`src/rtl/ssl_pkg.sv`:
```
package ssl_pkg;
    localparam int CFG_W  = 8;
    localparam int REF_W  = 16;
    localparam int MAIN_W = 12;
    localparam int SWAL_W = 6;
    localparam int DIV_W  = 24;

    localparam int CFG_STANDBY_BIT = 7;
    localparam int CFG_DOUT_BIT    = 6;
    localparam int CFG_GPO_BIT     = 0;

    localparam logic [CFG_W-1:0]  CFG_RESET  = 8'h80;
    localparam logic [REF_W-1:0]  REF_MIN    = 16'd5;
    localparam logic [MAIN_W-1:0] MAIN_MIN   = 12'd5;
    localparam logic [SWAL_W-1:0] SWAL_MIN   = 6'd0;

    localparam int CNT_MAX = DIV_W + 1;
    localparam int CNT_W   = $clog2(CNT_MAX + 1);

    typedef enum logic [1:0] {
        TGT_NONE,
        TGT_CFG,
        TGT_REF,
        TGT_DIV
    } target_e;

    typedef struct packed {
        logic [MAIN_W-1:0] main_v;
        logic [SWAL_W-1:0] swal_v;
    } div_word_t;

    function automatic target_e pick_target(input logic [CNT_W-1:0] n);
        if (n == CNT_W'(CFG_W))      return TGT_CFG;
        else if (n == CNT_W'(REF_W)) return TGT_REF;
        else if (n >= CNT_W'(DIV_W)) return TGT_DIV;
        else                         return TGT_NONE;
    endfunction

    function automatic div_word_t split_word(input logic [DIV_W-1:0] w);
        div_word_t d;
        d.main_v = w[DIV_W-1 -: MAIN_W];
        d.swal_v = w[SWAL_W-1:0];
        return d;
    endfunction
endpackage

```
`src/rtl/ssl_sync.sv`:
```
module ssl_sync #(
    parameter int STAGES = 2
) (
    input  logic       clk,
    input  logic       rst,
    input  logic [2:0] din,      // {en, dat, sclk}
    output logic       sclk_rise,
    output logic       en_rise,
    output logic       en_fall,
    output logic       dat
);
    logic [2:0] pipe [STAGES];
    logic [2:0] last;

    always_ff @(posedge clk) begin
        if (rst) begin
            for (int i = 0; i < STAGES; i++) pipe[i] <= '0;
            last <= '0;
        end else begin
            pipe[0] <= din;
            for (int i = 1; i < STAGES; i++) pipe[i] <= pipe[i-1];
            last <= pipe[STAGES-1];
        end
    end

    assign sclk_rise = pipe[STAGES-1][0] & ~last[0] & pipe[STAGES-1][2];
    assign en_rise   = pipe[STAGES-1][2] & ~last[2];
    assign en_fall   = ~pipe[STAGES-1][2] & last[2];
    assign dat       = pipe[STAGES-1][1];
endmodule

```
`src/rtl/ssl_shifter.sv`:
```
module ssl_shifter
    import ssl_pkg::*;
(
    input  logic             clk,
    input  logic             rst,
    input  logic             start,
    input  logic             shift,
    input  logic             dat,
    output logic [DIV_W-1:0] shreg,
    output logic [CNT_W-1:0] cnt
);
    always_ff @(posedge clk) begin
        if (rst) begin
            shreg <= '0;
            cnt   <= '0;
        end else if (start) begin
            cnt <= '0;
        end else if (shift) begin
            shreg <= {shreg[DIV_W-2:0], dat};
            if (cnt < CNT_W'(CNT_MAX)) cnt <= cnt + 1'b1;
        end
    end
endmodule

```
`src/rtl/ssl_stager.sv`:
```
module ssl_stager
    import ssl_pkg::*;
(
    input  logic              clk,
    input  logic              rst,
    input  logic              commit,
    input  target_e           tgt,
    input  logic [DIV_W-1:0]  word,
    input  logic              ref_reload,
    input  logic              div_reload,
    output logic [CFG_W-1:0]  cfg_q,
    output logic [REF_W-1:0]  ref_div,
    output div_word_t         div_live
);
    logic [REF_W-1:0] ref_hold, ref_pend;
    logic             ref_armed;
    div_word_t        div_pend;
    logic             div_armed;

    always_ff @(posedge clk) begin
        if (rst) begin
            cfg_q     <= CFG_RESET;
            ref_hold  <= REF_MIN;
            ref_pend  <= REF_MIN;
            ref_armed <= 1'b0;
            ref_div   <= REF_MIN;
            div_pend  <= '{main_v: MAIN_MIN, swal_v: SWAL_MIN};
            div_armed <= 1'b0;
            div_live  <= '{main_v: MAIN_MIN, swal_v: SWAL_MIN};
        end else begin
            if (div_reload && div_armed) begin
                div_live  <= div_pend;
                div_armed <= 1'b0;
            end
            if (ref_reload && ref_armed) begin
                ref_div   <= ref_pend;
                ref_armed <= 1'b0;
            end
            if (commit) begin
                unique case (tgt)
                    TGT_CFG: cfg_q <= word[CFG_W-1:0];
                    TGT_REF: ref_hold <= word[REF_W-1:0];
                    TGT_DIV: begin
                        div_pend  <= split_word(word);
                        div_armed <= 1'b1;
                        ref_pend  <= ref_hold;
                        ref_armed <= 1'b1;
                    end
                    default: ;
                endcase
            end
        end
    end
endmodule

```
`src/rtl/synth_serial_loader.sv`:
```
module synth_serial_loader
    import ssl_pkg::*;
#(
    parameter int SYNC_STAGES = 2
) (
    input  logic              clk,
    input  logic              rst,
    input  logic              ser_clk,
    input  logic              ser_dat,
    input  logic              ser_en,
    input  logic              ref_reload,
    input  logic              div_reload,
    output logic [CFG_W-1:0]  cfg_q,
    output logic [REF_W-1:0]  ref_div,
    output logic [MAIN_W-1:0] main_div,
    output logic [SWAL_W-1:0] swal_div,
    output logic              ser_out
);
    logic             sclk_rise, en_rise, en_fall, dat_s;
    logic [DIV_W-1:0] shreg;
    logic [CNT_W-1:0] cnt;
    div_word_t        div_live;

    ssl_sync #(.STAGES(SYNC_STAGES)) u_sync (
        .clk(clk), .rst(rst),
        .din({ser_en, ser_dat, ser_clk}),
        .sclk_rise(sclk_rise), .en_rise(en_rise), .en_fall(en_fall), .dat(dat_s)
    );

    ssl_shifter u_shift (
        .clk(clk), .rst(rst), .start(en_rise), .shift(sclk_rise),
        .dat(dat_s), .shreg(shreg), .cnt(cnt)
    );

    ssl_stager u_stage (
        .clk(clk), .rst(rst), .commit(en_fall), .tgt(pick_target(cnt)),
        .word(shreg), .ref_reload(ref_reload), .div_reload(div_reload),
        .cfg_q(cfg_q), .ref_div(ref_div), .div_live(div_live)
    );

    assign main_div = div_live.main_v;
    assign swal_div = div_live.swal_v;
    assign ser_out  = cfg_q[CFG_DOUT_BIT] ? shreg[DIV_W-1] : cfg_q[CFG_GPO_BIT];
endmodule

```
`config.mk`:
```
export PLATFORM = sky130hd
export DESIGN_NAME = synth_serial_loader
export DESIGN_NICKNAME = d
export VERILOG_FILES = /design/src/rtl/ssl_pkg.sv /design/src/rtl/ssl_sync.sv /design/src/rtl/ssl_shifter.sv /design/src/rtl/ssl_stager.sv /design/src/rtl/synth_serial_loader.sv
export SDC_FILE = /design/constraint.sdc
export NUM_CORES = 1
export LEC_CHECK = 0
export CAP_MARGIN = 30
export CORE_MARGIN = 4
export CORE_UTILIZATION = 30
export CTS_BUF_LIST = sky130_fd_sc_hd__clkbuf_2 sky130_fd_sc_hd__clkbuf_4 sky130_fd_sc_hd__clkbuf_8
export DETAILED_ROUTE_END_ITERATION = 12
export PLACE_DENSITY = 0.43
export REMOVE_ABC_BUFFERS = 1
export SLEW_MARGIN = 40
export SYNTH_ARGS = -nofsm -noshare
export SYNTH_HDL_FRONTEND = slang
export SYNTH_HIERARCHICAL = 1
export SYNTH_SLANG_ARGS = --single-unit
export TNS_END_PERCENT = 50
```
`constraint.sdc`:
```
create_clock -name clk -period 3.23 [get_ports clk]
set_input_delay 0.323 -clock clk [delete_from_list [all_inputs] [get_ports clk]]
set_output_delay 0.323 -clock clk [all_outputs]
set_load 0.01 [all_outputs]
```
## Word-level counts from Yosys, hierarchy flattened

Memory sizes are Yosys's and may differ from the RTL's.
Cells that the tools add are included.
Widths: inputs -> output; s select.

- Reductions and logical operators: 8
- Bitwise gates (word level): 10
- Equal/unequal tests: 5
- $lt $le $gt $ge: 2
- Mux-type cells: 15
- Add/subtract/negate cells: 1

Operators by type and width:

| cell | number |
|---|---|
| $mux 1 | 10 |
| $reduce_and 2->1 | 5 |
| $mux 2 | 3 |
| $mux 3 | 2 |
| $add 5x1->5 const B | 1 |
| $eq 5x4->1 const B | 1 |
| $eq 5x5->1 const B | 1 |
| $ge 5x5->1 const B | 1 |
| $lt 5x5->1 const B | 1 |
| $and 1x1->1 | 4 |
| $eq 2x2->1 const B | 2 |
| $not 1->1 | 4 |
| $eq 2x1->1 const B | 1 |
| $logic_and 1x1->1 | 2 |
| $or 1x1->1 | 2 |
| $reduce_or 2->1 | 1 |

- Word-level logic and storage cells: 55
- Output and inout bits: 43
- Register bits: 126
- Memories: 1
- Memory bits (writable): 6

Memory list:

| memory | words | bits a word | rd ports | clocked after Yosys merged registers in | write ports | RTL line | text |
|---|---|---|---|---|---|---|---|
| u_sync.pipe | 2 | 3 | 2 | 0 | 2 | ssl_sync.sv:12 | `logic [2:0] pipe [STAGES];` |

## Logic depth before layout (Yosys ltp)

- Depth in word-level cells: 7
- Gate-level depth with buffers: 7
- Gate-level depth less buffers: 4

## Modules after synthesis

The synthesis kept the hierarchy.

Modules (own cells, without submodules):

| module | cells each | times used | area each (µm²) |
|---|---|---|---|
| ssl_stager | 381 | 1 | 3,892.5 |
| ssl_shifter | 134 | 1 | 1,251.2 |
| ssl_sync | 19 | 1 | 231.5 |
| synth_serial_loader | 4 | 1 | 36.3 |

## Worst setup path after synthesis

Ideal clock, no wire load.

- Kind: register to register
- Start: register u_shift.cnt[1]
- End: register u_stage.ref_hold[5]
- Path slack: 1.837 ns
- Library setup time: 0.120 ns
- Cell stages (with the launch flop): 7
- Period minus slack after synthesis: 1.393 ns
- Path buffers: 2
- Arrival time: 1.273 ns
- Path through: dfxtp_1 > nor3_2 > o21a_1 > and3b_1 > buf_6 > buf_12 > mux2i_1

- Cells in the longest elaborated chain, start to end: 6
- Elaborated cells on any way between the ends: 8
- Classes of those cells: order compare: 1; eq/ne: 3; mux: 3; reduce/logical: 1

Ends and longest elaborated chain:

| element | RTL line | text |
|---|---|---|
| start: declaration | ssl_shifter.sv:10 | `output logic [CNT_W-1:0] cnt` |
| start signal: assignment | ssl_shifter.sv:20 | `if (cnt < CNT_W'(CNT_MAX)) cnt <= cnt + 1'b1;` |
| $ge 5x5->1 | ssl_pkg.sv:35 | `else if (n >= CNT_W'(DIV_W)) return TGT_DIV;` |
| $mux 2 | ssl_pkg.sv:35 |  |
| $mux 2 | ssl_pkg.sv:34 | `else if (n == CNT_W'(REF_W)) return TGT_REF;` |
| $mux 2 (*) | ssl_pkg.sv:33 | `if (n == CNT_W'(CFG_W)) return TGT_CFG;` |
| $eq 2x2->1 (*) | ssl_stager.sv:40 | `unique case (tgt)` |
| $reduce_and 2->1 (no source line) (*) | n/a |  |
| end signal: assignment | ssl_stager.sv:42 | `TGT_REF: ref_hold <= word[REF_W-1:0];` |
| end: declaration | ssl_stager.sv:15 | `logic [REF_W-1:0] ref_hold, ref_pend;` |

Every way passes the cells marked *; elsewhere a longest branch is shown, timed or not.
A chain may end at the register's enable or synchronous reset.

## Worst setup path in the final report

- Start: register u_stage.cfg_q[6]
- End: output port ser_out

- Cells in the longest elaborated chain, start to end: 1

Ends and longest elaborated chain:

| element | RTL line | text |
|---|---|---|
| start: declaration | ssl_stager.sv:11 | `output logic [CFG_W-1:0] cfg_q,` |
| start signal: assignment | ssl_stager.sv:41 | `TGT_CFG: cfg_q <= word[CFG_W-1:0];` |
| $mux 1 | synth_serial_loader.sv:43 | `assign ser_out = cfg_q[CFG_DOUT_BIT] ? shreg[DIV_W-1] : cfg_q[CFG_GPO_BIT];` |
| end: declaration | synth_serial_loader.sv:17 | `output logic ser_out` |

Every way passes these cells.

==> results.txt <==
CP Max Fanout: 3
met1 global-route usage: 0.152
post-detail-place hpwl: 6.94 mm
Crit Path Class: register to output port
Max Cap Viol: 0
DR pass1 iterations: 6
fin. max-slew vios: 0
clock buffer depth: 2
FFs w/ async S/R, synth: 0
global-route track usage on met3: 0.0417
CTS tree: built
Clock Pin Slew Worst Setup and Hold Paths: 80 ps
count of hold-fix buffers inserted at cts: 0
post-synth cell types: 36
global route overflow: 0
Post-synth EDFFs: 0
Hold Vio Cnt, Final: 0
Synth Area per Inst: 10.1 um^2
Die Footprint: 20300 um^2
Place WS: 1180 ps
Worst-Skew Late Latency: 440 ps
Worst slew margin: 0.468
Seq pwr share: 0.515
DR DRC count: 0
first-pass GRT wire length: 19.2 mm
routability cong.: 0.690
main flop type after synthesis: dfxtp_1
most frequent cells in the layout: dfxtp_1, nand2b_1, mux2i_1, clkdlybuf4s50_1, a21oi_1
root buffer cell: clkbuf_8
Logic pwr share: 0.025
clock skew: 12.7 ps
post-cts resize count: 0
final core utilization: 0.366
layout cells sized above 1: 0.206
worst slew pin tran: 796 ps
switching part of the total power: 0.224
Psw: 0.000704 W
Mapped Area: 5410 um^2
Final Cell Area: 6390 um^2
commonest non-fill, non-tap cell in the layout: dfxtp_1
minimum clock period: 2000 ps
top-level I/O count: 50
outcome: completed
ANT cells: 0
total wire length: 11.3 mm
1st-iter DRT viols: 209
PwrDens: 491 nW/um^2
nature of the critical path endpoint: output port
CP startpoint kind: register
PortBufs: 49
# Post-CTS Setup Buffers: 0
core area: 17500 um^2
Final setup viols: 0
#FFs+latches synth: 131
nets: 578
total negative setup slack: 0 ps
share of the yosys chip area belonging to registers: 0.485
chip height: 142 um
worst hold slack: 362 ps
CTS H-tree depth: 4
Int Pwr: 0.00244 W
GRT Resource Usage Total: 0.119
IR Drop Worst-Case VDD: 0.244 mV
Post-DP Area: 5990 um^2
vias in the first global route: 3738
Routed Antenna Nets: 0
Yosys warning count: 6
Max Fclk: 0.499 GHz
Via density: 4.59
Worst EP required: 2910 ps
HP Class: primary input to register
Synth Instances: 538
RSZ-0062 raised after global routing: false
part of the power in the clock network: 0.460
row cnt: 48
Crit path arrival time: 1680 ps
Final WS setup: 1230 ps
CTS buffer count: 17
CTS Sinks: 131
area grow syn2layout: 18.2%
initial antenna violation count: 0
Die Wd: 142 um
most used routing layer: met2
Starting Density: 0.310
WL per Instance: 13.9 um
fin crit share: 0.620
leak pwr: 2.28 nW
vias: 3711
met2 usage: 0.189
largest net degree at the start of global routing: 58
==> synthesized netlist by cell type (6+ instances only) <==
| library cell | count | area [um^2] |
|---|---|---|
| nand2b_1 | 78 | 488 |
| a21oi_2 | 20 | 175 |
| nand3_1 | 31 | 155 |
| nor2_1 | 14 | 52.6 |
| mux2i_1 | 58 | 581 |
| buf_4 | 6 | 45.0 |
| nor2b_1 | 10 | 62.6 |
| a21bo_2 | 31 | 310 |
| nand2_1 | 31 | 116 |
| a21oi_1 | 38 | 190 |
| buf_2 | 16 | 80.1 |
| clkbuf_1 | 15 | 56.3 |
| dfxtp_1 | 131 | 2620 |
| nand2_2 | 20 | 125 |
==> routing by layer <==
metal | routed length [um] | vias to the layer above
li1 | - | 1891
met2 | 5260 | 62
met5 | 0 | -
met4 | 133 | 0
met3 | 427 | 6
met1 | 5430 | 1752
==> layout make-up <==
type	instances	area, um^2
Clock buffer	19	255
Inverter	1	3.75
Sequential cell	131	2620
Fill cell	1746	11100
Timing Repair Buffer	57	563
Tap cell	225	282
Multi-Input combinational cell	362	2510
Clock inverter	13	159
==> worst paths after layout <==
check,startpoint,to,slack (ps),cells after the start
worst max-delay path,u_stage/cfg_q[6],ser_out,1230,2
worst min-delay path,ref_reload,u_stage/ref_div[9],360,3
worst max register to register,u_shift/cnt[0],u_stage/cfg_q[2],1360,4
worst min register to register,u_sync/pipe[0][0],u_sync/pipe[0][3],440,1
==> cell families (layout without fill, tap and decap cells) <==
kind of cell	after synthesis	after routing	synth area share
adder cells (fa/ha/maj)	1	1	0.00231
multiplexers	59	59	0.109
AND/OR/NAND/NOR	200	200	0.206
buffers and inverters	45	90	0.0536
flip-flops	131	131	0.485
AO/OA/AOI/OAI	102	102	0.144
==> sequential cells by signal, summed over array words and instances (netlist names) <==
register / cells
u_sync/pipe: 6
u_sync/last: 2
u_stage/div_live: 18
u_stage/ref_armed: 1
u_stage/ref_hold: 16
u_shift/cnt: 5
u_stage/cfg_q: 8
u_stage/ref_pend: 16
u_stage/ref_div: 16
u_stage/div_pend: 18
u_shift/shreg: 24
u_stage/div_armed: 1
==> stage by stage <==
stage | total power [W] | cells
floorplan | 0.00168 | 494
detailed placement | 0.00174 | 776
global placement | 0.00174 | 776
CTS | 0.00320 | 808
global route | 0.00329 | 808
finish | 0.00314 | 808
==> worst max-delay path: stages, from the launching register on <==
cell	delay, ps
dfxtp_1	410
mux2_2	360
clkdlybuf4s50_1	480
==> power groups by stage <==
stage	registers, W	logic, W	clock network, W
2_1_floorplan	0.00166	0.0000228	0
3_3_place_gp	0.00166	0.0000816	0
3_5_place_dp	0.00166	0.0000822	0
4_1_cts	0.00162	0.0000822	0.00150
5_1_grt	0.00162	0.0000876	0.00158
6_report	0.00162	0.0000786	0.00144
Power figures use the tool's default switching activity.
